===== src/rtl/irqv_pkg.sv =====
package irqv_pkg;
  localparam int NSRC = 5;
  localparam int DW   = 8;
  localparam int VW   = 12;

  // Source indices in priority order (lowest index = lowest vector).
  localparam int S_EXT0 = 0;
  localparam int S_EXT1 = 1;
  localparam int S_EXT2 = 2;
  localparam int S_CMPA = 3;
  localparam int S_OVF  = 4;

  function automatic logic [VW-1:0] vec_of(input int idx);
    case (idx)
      S_EXT0:  vec_of = 12'h002;
      S_EXT1:  vec_of = 12'h004;
      S_EXT2:  vec_of = 12'h006;
      S_CMPA:  vec_of = 12'h00E;
      S_OVF:   vec_of = 12'h012;
      default: vec_of = '0;
    endcase
  endfunction
endpackage


===== src/rtl/irqv_rst_sync.sv =====
module irqv_rst_sync #(
  parameter int STAGES = 2
) (
  input  logic clk,
  input  logic rst_n_i,
  output logic rst_n_o
);
  logic [STAGES-1:0] sync_q;
  logic [STAGES-1:0] sync_d;

  always_comb sync_d = {sync_q[STAGES-2:0], 1'b1};

  always_ff @(posedge clk or negedge rst_n_i) begin
    if (!rst_n_i) sync_q <= '0;
    else          sync_q <= sync_d;
  end

  assign rst_n_o = sync_q[STAGES-1];
endmodule


===== src/rtl/irqv_flag_bank.sv =====
module irqv_flag_bank
  import irqv_pkg::*;
#(
  parameter int N = NSRC
) (
  input  logic         clk,
  input  logic         rst_n,
  input  logic [N-1:0] set_i,
  input  logic [N-1:0] clr_i,
  output logic [N-1:0] flags_o
);
  for (genvar i = 0; i < N; i++) begin : g_flag
    logic q;
    logic d;
    // A set in the same cycle as a clear wins so no event is lost.
    always_comb d = set_i[i] | (q & ~clr_i[i]);
    always_ff @(posedge clk or negedge rst_n) begin
      if (!rst_n) q <= 1'b0;
      else        q <= d;
    end
    assign flags_o[i] = q;
  end
endmodule


===== src/rtl/irqv_arbiter.sv =====
module irqv_arbiter
  import irqv_pkg::*;
#(
  parameter int N = NSRC
) (
  input  logic [N-1:0]  pending_i,
  output logic          req_o,
  output logic [N-1:0]  win_o,
  output logic [VW-1:0] vec_o
);
  logic found;

  always_comb begin
    win_o = '0;
    found = 1'b0;
    for (int i = 0; i < N; i++) begin
      if (pending_i[i] && !found) begin
        win_o[i] = 1'b1;
        found    = 1'b1;
      end
    end
  end

  always_comb begin
    vec_o = '0;
    for (int i = 0; i < N; i++)
      if (win_o[i]) vec_o = vec_of(i);
  end

  assign req_o = |pending_i;
endmodule


===== src/rtl/irqv_regs.sv =====
module irqv_regs
  import irqv_pkg::*;
#(
  parameter int                AW         = 6,
  parameter logic [AW-1:0]     FLAG_ADDR  = 6'h3A,
  parameter logic [AW-1:0]     TMASK_ADDR = 6'h39,
  parameter logic [AW-1:0]     EMASK_ADDR = 6'h3B
) (
  input  logic            clk,
  input  logic            rst_n,
  input  logic [AW-1:0]   io_addr,
  input  logic            io_wr,
  input  logic [DW-1:0]   io_wdata,
  input  logic [NSRC-1:0] flags_i,
  output logic [NSRC-1:0] en_o,
  output logic [NSRC-1:0] wr_clr_o,
  output logic [DW-1:0]   rdata_o
);
  logic [DW-1:0] tmask_q, tmask_d;
  logic [2:0]    emask_q, emask_d;  // [0]=ext0, [1]=ext1, [2]=ext2
  logic          tm_we, em_we, fl_we;

  assign tm_we = io_wr && (io_addr == TMASK_ADDR);
  assign em_we = io_wr && (io_addr == EMASK_ADDR);
  assign fl_we = io_wr && (io_addr == FLAG_ADDR);

  always_comb begin
    tmask_d = tm_we ? io_wdata : tmask_q;
    emask_d = em_we ? {io_wdata[5], io_wdata[7], io_wdata[6]} : emask_q;
  end

  always_ff @(posedge clk or negedge rst_n) begin
    if (!rst_n) begin
      tmask_q <= '0;
      emask_q <= '0;
    end else begin
      tmask_q <= tmask_d;
      emask_q <= emask_d;
    end
  end

  // Write-one-to-clear on the external flags; timer flags clear only by ack.
  always_comb begin
    wr_clr_o         = '0;
    wr_clr_o[S_EXT0] = fl_we & io_wdata[6];
    wr_clr_o[S_EXT1] = fl_we & io_wdata[7];
    wr_clr_o[S_EXT2] = fl_we & io_wdata[5];
  end

  always_comb begin
    en_o         = '0;
    en_o[S_EXT0] = emask_q[0];
    en_o[S_EXT1] = emask_q[1];
    en_o[S_EXT2] = emask_q[2];
    en_o[S_CMPA] = tmask_q[6];
    en_o[S_OVF]  = tmask_q[7];
  end

  always_comb begin
    if (io_addr == FLAG_ADDR)
      rdata_o = {flags_i[S_EXT1], flags_i[S_EXT0], flags_i[S_EXT2], 5'b0};
    else if (io_addr == TMASK_ADDR)
      rdata_o = tmask_q;
    else if (io_addr == EMASK_ADDR)
      rdata_o = {emask_q[1], emask_q[0], emask_q[2], 5'b0};
    else
      rdata_o = '0;
  end
endmodule


===== src/rtl/irq_vector_unit.sv =====
module irq_vector_unit
  import irqv_pkg::*;
#(
  parameter int            AW          = 6,
  parameter logic [AW-1:0] FLAG_ADDR   = 6'h3A,
  parameter logic [AW-1:0] TMASK_ADDR  = 6'h39,
  parameter logic [AW-1:0] EMASK_ADDR  = 6'h3B,
  parameter int            SYNC_STAGES = 2
) (
  input  logic          clk,
  input  logic          rst_n,
  input  logic          gie,
  input  logic [2:0]    ext_evt,
  input  logic          tmr_cmpa_evt,
  input  logic          tmr_ovf_evt,
  input  logic [AW-1:0] io_addr,
  input  logic          io_wr,
  input  logic [7:0]    io_wdata,
  output logic [7:0]    io_rdata,
  output logic          irq_req,
  output logic [11:0]   irq_vec,
  input  logic          irq_ack
);
  logic            srst_n;
  logic [NSRC-1:0] evts, flags, en, wr_clr, pending, win, clr;

  assign evts = {tmr_ovf_evt, tmr_cmpa_evt, ext_evt};

  irqv_rst_sync #(.STAGES(SYNC_STAGES)) u_rst (
    .clk(clk), .rst_n_i(rst_n), .rst_n_o(srst_n)
  );

  irqv_regs #(
    .AW(AW), .FLAG_ADDR(FLAG_ADDR), .TMASK_ADDR(TMASK_ADDR), .EMASK_ADDR(EMASK_ADDR)
  ) u_regs (
    .clk(clk), .rst_n(srst_n), .io_addr(io_addr), .io_wr(io_wr),
    .io_wdata(io_wdata), .flags_i(flags), .en_o(en), .wr_clr_o(wr_clr),
    .rdata_o(io_rdata)
  );

  assign pending = flags & en & {NSRC{gie}};

  irqv_arbiter #(.N(NSRC)) u_arb (
    .pending_i(pending), .req_o(irq_req), .win_o(win), .vec_o(irq_vec)
  );

  assign clr = wr_clr | (win & {NSRC{irq_ack}});

  irqv_flag_bank #(.N(NSRC)) u_flags (
    .clk(clk), .rst_n(srst_n), .set_i(evts), .clr_i(clr), .flags_o(flags)
  );
endmodule


===== config.mk =====
export PLATFORM = sky130hd
export DESIGN_NAME = irq_vector_unit
export DESIGN_NICKNAME = d
export VERILOG_FILES = /design/src/rtl/irqv_pkg.sv /design/src/rtl/irqv_rst_sync.sv /design/src/rtl/irqv_flag_bank.sv /design/src/rtl/irqv_arbiter.sv /design/src/rtl/irqv_regs.sv /design/src/rtl/irq_vector_unit.sv
export SDC_FILE = /design/constraint.sdc
export NUM_CORES = 1
export LEC_CHECK = 0
export BUFFER_PORTS_ARGS = -buffer_cell sky130_fd_sc_hd__buf_4
export CORE_UTILIZATION = 30
export CTS_CLUSTER_SIZE = 20
export DETAILED_ROUTE_END_ITERATION = 8
export SKIP_LAST_GASP = 1
export SLEW_MARGIN = 20
export SYNTH_ARGS = -nofsm -noshare
export SYNTH_HDL_FRONTEND = slang
export SYNTH_SLANG_ARGS = --single-unit
export TNS_END_PERCENT = 50

===== constraint.sdc =====
create_clock -name clk -period 1.3 [get_ports clk]
set_input_delay 0.13 -clock clk [delete_from_list [all_inputs] [get_ports clk]]
set_output_delay 0.13 -clock clk [all_outputs]
set_load 0.01 [all_outputs]

==> run summary, run 1 <==
Synth async-reset ratio: 100%
Crit. End Element: primary output
Critical Path Sink: irq_vec[2]
# port buffers: 36
Via Count: 925
flop-to-flop setup slack: 0.08 ns
global-route wire length before repair: 4200 µm
CTS buffer count: 3
crit share post-route: 131%
gr usage total: 16.4%
non-filler cells, final: 199
routability cong.: 0.783
Worst Setup Start Kind: flop
CP Cell Sequence: a222oi_1, buf_4, buf_4, nor2_4, buf_6
starting DRC count in detailed routing: 27
Post-layout nets: 180
P_leak: 0.724 nW
worst r2r src: u_regs.emask_q[2]
switching share of total power: 28.9%
synthesized flop and latch total: 18
largest net degree at the start of global routing: 17
Hold/Removal Path Class: in2reg
TNS Setup: -2.32 ns
CP Data Required Time: 1.17 ns
clock network fraction of total power: 24.8%
layout cells sized above 1: 49.7%
Antenna Violating Nets Remaining: 0
clk slew on worst S/H paths: 0.11 ns
Yosys top cell area share: 44.3%
post-synth cell types: 26
sequential fraction of design power: 45.2%
critical path's slowest cell: dfrtp_1
CP max FO: 4
worst vdd ir: 0.000528 V
Mapped Cells: 100
grt ovf: 0
pre-CTS WS: -0.0527 ns
Setup Skew: 0.0123 ns
H-tree depth: 1
Sw Pwr: 0.000419 W
FMAX: 0.588 GHz
worst skew pair latency: 0.31 ns
# DRC: 0
# setup viols final: 8
Mapped Area: 1020 µm²
vias in the first global route: 957
Slew Limit Fails: 0
Root Driver: clkbuf_4
leading area contributor after synthesis: dfrtp_1
Final min period: 1.70 ns
Commonest cells post-synth: dfrtp_1, mux2_2, nor2_1, buf_4, nand2_1
Cells after DPL: 188
critical path class: reg2out
full die area: 3620 µm²
internal power: 0.00103 W
final worst slack: -0.400 ns
Comb pwr share: 30.0%
Post-synth EDFFs: 0
status: complete, but fails checks
Power Dens Cells: 953 nW/µm²
drt total wl: 2590 µm
unrepaired setup endpoints after global routing: true
clk sinks: 18
Pre-antenna DRT Iters: 4
Routed wire per std cell: 13.0 µm
initial core utilization: 32.5%
Synth area leaders: dfrtp_1, mux2_2, buf_4
mean area per synthesized cell: 10.2 µm²
CTS tree: built
Layout area overhead: 49.6%
failing checks: negative setup slack
Core ar.: 3130 µm²
R2R depth: 3
io pins: 45
YS warnings: 0
vias per cell: 4.65
Worst R2R End: u_flags.g_flag[4].q
register area share after synthesis: 44.3%
DPL Wire Length: 1940 µm
Fin. Hold Viols: 0
Die W: 60.2 µm
WHS: 0.0268 ns
slowest cell delay on critical path: 0.40 ns
Primary FF master, synth: dfrtp_1
MaxCap Viol Count: 0
CP startpoint: u_regs.emask_q[2]
most numerous cell in the Yosys netlist: dfrtp_1
diode count: 0
CP Data Arrival Time: 1.57 ns
crit-path most repeated cell: buf_4
row cnt: 20
maximum clock insertion buffer count: 2
Die Ht: 60.2 µm
antenna violations before repair: 0
## placed cells by master (no fill, tap or decap)
| master | synthesis | routed |
|---|---|---|
| and3_1 | 1 | 1 |
| nand3_2 | 0 | 1 |
| a31o_1 | 2 | 2 |
| buf_6 | 0 | 2 |
| or4_1 | 2 | 2 |
| dlygate4sd3_1 | 0 | 3 |
| nor3_1 | 1 | 1 |
| a21oi_1 | 1 | 1 |
| nor2_4 | 0 | 1 |
| nor2_1 | 9 | 7 |
| mux2_2 | 14 | 14 |
| inv_1 | 4 | 4 |
| a31oi_1 | 2 | 2 |
| clkbuf_4 | 0 | 3 |
| nand3_1 | 7 | 6 |
| nand4b_4 | 1 | 1 |
| nand2_1 | 8 | 6 |
| dfrtp_2 | 0 | 1 |
| nor2_2 | 1 | 2 |
| a22oi_1 | 3 | 3 |
| nand3b_1 | 2 | 2 |
| buf_12 | 0 | 1 |
| a222oi_1 | 1 | 1 |
| nand4_1 | 2 | 2 |
| and2b_2 | 1 | 1 |
| a41oi_1 | 1 | 1 |
| conb_1 | 2 | 9 |
| dfrtp_1 | 18 | 17 |
| nor2b_1 | 1 | 1 |
| nand2_2 | 0 | 1 |
| o22a_1 | 1 | 1 |
| buf_4 | 8 | 47 |
| nand2_4 | 0 | 1 |
| clkbuf_8 | 0 | 1 |
| and2_1 | 6 | 6 |
## repair_timing
action                                 4_1_cts  5_1_grt
endpoints found under the hold margin        4        0
resized for setup                            4        6
buffers inserted                             2        2
setup endpoints to repair                    8        8
hold buffers                                 3        0
pin swaps                                    3        3
## critical path: cells and delay by family, from the launching register on
kind	cells	cell delay, ns
DFF	1	0.40
buffers and inverters	3	0.43
AOI/OAI and AO/OA	1	0.39
and+or+nand+nor	1	0.04
## per-layer routing
| metal | vias to the layer above | global-route usage, % | wire length [µm] |
|---|---|---|---|
| li1 | 449 | - | - |
| met1 | 429 | 17.2 | 1010 |
| met2 | 36 | 29.2 | 1330 |
| met3 | 11 | 3.03 | 120 |
| met4 | 0 | 11.6 | 127 |
| met5 | - | 0 | 0 |
## worst min path at each step
stage | startpoint | endpoint | cells past startpoint
5_1_grt | ext_evt[2] | u_flags.g_flag[2].q | 2
2_1_floorplan | rst_n | u_rst.sync_q[0] | 0
3_5_place_dp | rst_n | u_rst.sync_q[0] | 1
6_report | ext_evt[2] | u_flags.g_flag[2].q | 2
3_3_place_gp | rst_n | u_rst.sync_q[0] | 1
4_1_cts | ext_evt[2] | u_flags.g_flag[2].q | 2
## power groups by stage
stage	clock network, W	registers, W	logic [W]
after floorplan	0	0.000662	0.000190
after global placement	0	0.000659	0.000352
after detailed placement	0	0.000664	0.000364
after CTS	0.000372	0.000650	0.000411
after global routing	0.000408	0.000662	0.000474
final	0.000360	0.000655	0.000434
## kinds of logic (layout without fill, tap and decap cells)
family	after synthesis	in the layout	share of synthesized area [%]
AND/OR/NAND/NOR	42	42	23.2
AO/OA/AOI/OAI	11	11	8.37
multiplexers	14	14	15.5
buffers and inverters	13	61	7.88
flip-flops	18	18	44.3
other	2	9	0.739
## state kept, by name, indices dropped and copies added, names as in the netlist
| register | cells |
|---|---|
| u_flags.g_flag.q | 5 |
| u_regs.emask_q | 3 |
| u_rst.sync_q | 2 |
| u_regs.tmask_q | 8 |
## metrics by stage
stage / util (%) / instance area, µm² / power [W]
3_3_place_gp: 44.4 / 1390 / 0.00101
2_1_floorplan: - / 1040 / 0.000852
5_1_grt: 48.6 / 1520 / 0.00154
4_1_cts: 47.6 / 1490 / 0.00143
6_report: 48.6 / 1520 / 0.00145
3_5_place_dp: 44.4 / 1390 / 0.00103
## area by class of cell
class | count | area (µm²)
tap | 44 | 55.1
inverter | 4 | 15.0
fill | 306 | 1610
timing repair buffer | 53 | 425
sequential | 18 | 452
clock buffer | 4 | 36.3
multi-input combinational | 76 | 537
No activity file was read; power rests on OpenSTA's default activity.
==> run 2, diff against run 1 <==
Settings changed: BUFFER_PORTS_ARGS -buffer_cell sky130_fd_sc_hd__buf_4 to -buffer_cell sky130_fd_sc_hd__buf_2.
==> run summary, run 2 (same netlist as run 1, synthesis figures left out) <==
worst vdd ir: 0.000686 V
CP Data Arrival Time: 1.53 ns
TNS Setup: -2.00 ns
Layout area overhead: 38.3%
Worst Setup Start Kind: flop
Routed wire per std cell: 12.1 µm
critical path's slowest cell: dfrtp_1
CP Cell Sequence: a222oi_1, buf_4, nand3_2, nor2_1, buf_2
Setup Skew: 0.00705 ns
Final min period: 1.66 ns
vias in the first global route: 922
FMAX: 0.601 GHz
clk slew on worst S/H paths: 0.11 ns
most frequent cells in the layout: buf_2, dfrtp_1, mux2_2
Finished Cell Area: 1410 µm²
row cnt: 20
H-tree depth: 1
layout cells sized above 1: 51.0%
flop-to-flop setup slack: 0.14 ns
R2R depth: 3
Via Count: 902
MaxCap Viol Count: 0
Die Ht: 60.2 µm
initial core utilization: 32.5%
gr usage total: 14.4%
full die area: 3620 µm²
worst hold start: ext_evt[2]
Worst R2R End: u_flags.g_flag[4].q
Root Driver: clkbuf_4
maximum clock insertion buffer count: 2
WHS: 0.0288 ns
# DRC: 0
pre-CTS WS: -0.0163 ns
Fin. Hold Viols: 0
CP max FO: 4
vias per cell: 4.58
CTS buffer count: 3
largest reg by FF count: u_regs.tmask_q
Overall Power: 0.00137 W
io pins: 45
final worst slack: -0.364 ns
Slew Limit Fails: 0
grt ovf: 0
DP Area: 1280 µm²
clk sinks: 18
starting DRC count in detailed routing: 28
crit share post-route: 128%
Crit. End Element: primary output
Die W: 60.2 µm
failing checks: negative setup slack
CP Data Required Time: 1.17 ns
largest net degree at the start of global routing: 17
hold depth: 2
Post-layout nets: 178
critical path class: reg2out
Core ar.: 3130 µm²
antenna violations before repair: 0
routability cong.: 0.793
Largest regs: u_regs.tmask_q (8), u_flags.g_flag.q (5), u_regs.emask_q (3)
global-route wire length before repair: 3850 µm
# port buffers: 36
Pre-antenna DRT Iters: 4
unrepaired setup endpoints after global routing: true
status: complete, but fails checks
CTS tree: built
diode count: 0
Power Dens Cells: 976 nW/µm²
Hold/Removal Path Class: in2reg
commonest non-fill, non-tap cell in the layout: buf_2
P_leak: 0.698 nW
worst r2r src: u_flags.g_flag[2].q
drt total wl: 2390 µm
Antenna Violating Nets Remaining: 0
max FFs per register: 8
# setup viols final: 8
hold endpoint: u_flags.g_flag[2].q
slowest cell delay on critical path: 0.40 ns
DPL Wire Length: 1840 µm
worst skew pair latency: 0.29 ns
-- run 2: cell count changes in the layout (fill, tap and decap cells not counted), moves of 2 or more --
cell,before,now
buf_2,0,36
buf_4,47,11
a22oi_1,3,1
a22oi_2,0,2
dlygate4sd3_1,3,1
nor2_1,7,9
-- run 2: critical path, delay by kind of cell, from the launching register on --
| kind | cells | cell delay [ns] |
|---|---|---|
| compound gates | 1 | 0.35 |
| buf+inv | 2 | 0.32 |
| flops | 1 | 0.40 |
| simple gates | 2 | 0.16 |
-- run 2: report_power, final --
part / internal, W / switching (W) / total, W
registers: 0.000615 / 0.0000421 / 0.000658
logic: 0.000194 / 0.000174 / 0.000367
clock network: 0.000171 / 0.000177 / 0.000347
-- run 2: repair_timing --
item,4_1_cts,5_1_grt
gates cloned,0,1
setup endpoints to repair,8,13
pin swaps,2,5
gates resized for setup,2,9
endpoints found under the hold margin,2,0
setup buffers,1,3
hold buffers,1,0
-- run 2: how the worst max path moves through the flow --
stage | from | end | slack, ns | depth (start not counted)
2_1_floorplan | u_flags.g_flag[2].q | irq_vec[4] | 0.01 | 3
3_3_place_gp | u_flags.g_flag[2].q | irq_vec[4] | -0.008 | 5
3_5_place_dp | u_flags.g_flag[1].q | irq_vec[4] | -0.02 | 5
4_1_cts | u_flags.g_flag[2].q | irq_vec[4] | -0.36 | 5
5_1_grt | u_regs.emask_q[1] | irq_vec[4] | -0.49 | 5
6_report | u_flags.g_flag[2].q | irq_vec[4] | -0.36 | 5
-- run 2: area by class of cell --
| cell class | instances | area, µm² |
|---|---|---|
| Fill cell | 310 | 1720 |
| Multi-Input combinational cell | 77 | 552 |
| Sequential cell | 18 | 452 |
| Timing Repair Buffer | 50 | 295 |
| Tap cell | 44 | 55.1 |
| Clock buffer | 4 | 36.3 |
| Inverter | 4 | 15.0 |
-- run 2: per-stage QoR --
stage                     utilization, %  instances
after floorplan                        -        107
after CTS                           43.0        193
after global placement              40.9        187
final                               44.9        197
after global routing                44.9        197
after detailed placement            40.9        187
-- run 2: metal layers --
layer	up-vias	wire length (µm)	global-route usage [%]
li1	446	-	-
met1	419	966	16.2
met5	-	0	0
met3	2	201	5.84
met4	0	15	3.32
met2	35	1210	25.3
==> run 3, diff against run 2 <==
Settings changed: ABC_AREA from default to 1, CORE_ASPECT_RATIO from default to 1.2.
==> run summary, run 3 <==
CTS tree: built
CP Data Required Time: 1.17 ns
Core ar.: 3370 µm²
row cnt: 23
Root Driver: clkbuf_8
layout cells sized above 1: 39.7%
Synth async-reset ratio: 100%
worst r2r src: u_flags.g_flag[1].q
Slew Limit Fails: 0
flop-to-flop setup slack: 0.15 ns
Mapped Cells: 142
Via Count: 1029
failing checks: negative setup slack
initial core utilization: 31.4%
most frequent cells in the layout: nand2_1, buf_2, dfrtp_1
Post-synth EDFFs: 0
vias per cell: 4.45
# DRC: 0
Overall Power: 0.00150 W
leading area contributor after synthesis: dfrtp_1
critical path's slowest cell: dfrtp_1
antenna violations before repair: 0
synthesized flop and latch total: 18
CP Cell Sequence: nand3_2, nand2_4, nor2_4, nand2_2, inv_1, buf_2
CTS buffer count: 3
DPL Wire Length: 1820 µm
non-filler cells, final: 231
mean area per synthesized cell: 7.45 µm²
Cells after DPL: 216
CP startpoint: u_flags.g_flag[1].q
diode count: 0
final core utilization: 43.9%
max FFs per register: 8
# port buffers: 36
gr usage total: 14.3%
CP max FO: 3
full die area: 3770 µm²
Hold/Removal Path Class: in2reg
worst skew pair latency: 0.25 ns
FMAX: 0.727 GHz
Die W: 56.2 µm
io pins: 45
Layout area overhead: 39.7%
critical path class: reg2out
MaxCap Viol Count: 0
worst vdd ir: 0.000722 V
Power Dens Cells: 1010 nW/µm²
R2R depth: 7
Post-layout nets: 219
Synth area leaders: dfrtp_1, nand2_1, nand3_1
Die Ht: 67.1 µm
largest net degree at the start of global routing: 14
largest reg by FF count: u_regs.tmask_q
Final min period: 1.38 ns
Crit. End Element: primary output
Commonest cells post-synth: nand2_1, inv_1, dfrtp_1, nand3_1, nor2_1
# setup viols final: 4
Setup Skew: 0.00244 ns
Primary FF master, synth: dfrtp_1
drt total wl: 2530 µm
most numerous cell in the Yosys netlist: nand2_1
maximum clock insertion buffer count: 2
starting DRC count in detailed routing: 31
final worst slack: -0.0759 ns
Pre-antenna DRT Iters: 4
unrepaired setup endpoints after global routing: true
Worst Setup Start Kind: flop
grt ovf: 0
TNS Setup: -0.254 ns
commonest non-fill, non-tap cell in the layout: nand2_1
WHS: 0.0566 ns
Largest regs: u_regs.tmask_q (8), u_flags.g_flag.q (5), u_regs.emask_q (3)
hold depth: 3
clk slew on worst S/H paths: 0.07 ns
Yosys top cell area share: 42.6%
Mapped Area: 1060 µm²
Antenna Violating Nets Remaining: 0
slowest cell delay on critical path: 0.40 ns
post-synth cell types: 20
routability cong.: 0.799
Fin. Hold Viols: 0
Worst R2R End: u_flags.g_flag[1].q
P_leak: 0.870 nW
status: complete, but fails checks
clk sinks: 18
CP Data Arrival Time: 1.25 ns
crit share post-route: 106%
Routed wire per std cell: 11.0 µm
H-tree depth: 1
global-route wire length before repair: 4110 µm
vias in the first global route: 966
YS warnings: 0
Critical Path Sink: irq_vec[4]
register area share after synthesis: 42.6%
[run 3: cell types whose count changed after synthesis, moves of 3 or more]
| cell | delta |
|---|---|
| nand2_1 | +35 |
| inv_1 | +16 |
| mux2_2 | -14 |
| nand3_1 | +10 |
| o21ai_0 | +7 |
| and2_1 | -6 |
| a22oi_1 | -3 |
[run 3: worst min-delay path by stage]
stage / start / end / slack, ns
floorplan: rst_n / u_rst.sync_q[0] / -0.17
global placement: rst_n / u_rst.sync_q[1] / -0.08
detailed placement: rst_n / u_rst.sync_q[0] / -0.08
CTS: tmr_ovf_evt / u_flags.g_flag[4].q / 0.05
global route: tmr_cmpa_evt / u_flags.g_flag[3].q / 0.05
finish: tmr_ovf_evt / u_flags.g_flag[4].q / 0.06
[run 3: where the power goes]
group          leakage, nW  total [W]  switching, W  internal, W
sequential           0.201   0.000661     0.0000364     0.000624
clock               0.0288   0.000457      0.000188     0.000269
combinational        0.640   0.000382      0.000209     0.000173
total                0.870    0.00150      0.000433      0.00107
[run 3: metrics by stage]
stage               worst slack [ns]  area, µm²
floorplan                      0.241       1080
global placement               0.152       1260
detailed placement             0.128       1260
CTS                          -0.0503       1440
global route                  -0.138       1480
finish                       -0.0759       1480
[run 3: metal layers]
metal / wire length, µm / up-vias / share of wire, % / track usage (%)
met4: 31 / 0 / 1.2 / 5.49
met2: 1240 / 38 / 49 / 24.6
met5: 0 / - / 0 / 0
met3: 135 / 4 / 5.3 / 2.33
met1: 1120 / 452 / 44 / 18.1
li1: - / 535 / - / -
[run 3: worst max-delay path, delay by kind of cell, from the launching register on]
kind,cells,cell delay (ns)
buffers and inverters,2,0.18
and+or+nand+nor,4,0.41
DFF,1,0.40
[run 3: cell type report]
cell class	instances	area, µm²
Clock buffer	4	55.1
Fill cell	350	1890
Inverter	21	81.3
Multi-Input combinational cell	100	534
Sequential cell	18	450
Tap cell	37	46.3
Timing Repair Buffer	51	312
[run 3: cells by family (layout without fill, tap and decap cells)]
logic type | Yosys count | after routing | share of synthesized area (%)
buffers and inverters | 31 | 76 | 15.0
other | 2 | 9 | 0.709
AND/OR/NAND/NOR | 80 | 80 | 35.7
AO/OA/AOI/OAI | 11 | 11 | 6.03
flip-flops | 18 | 18 | 42.6
[run 3: repair_timing]
action,CTS,global route
setup endpoints to repair,5,5
buffers inserted,9,1
gates resized for setup,11,11
endpoints found under the hold margin,2,0
pin swaps,7,8
hold buffers,1,0
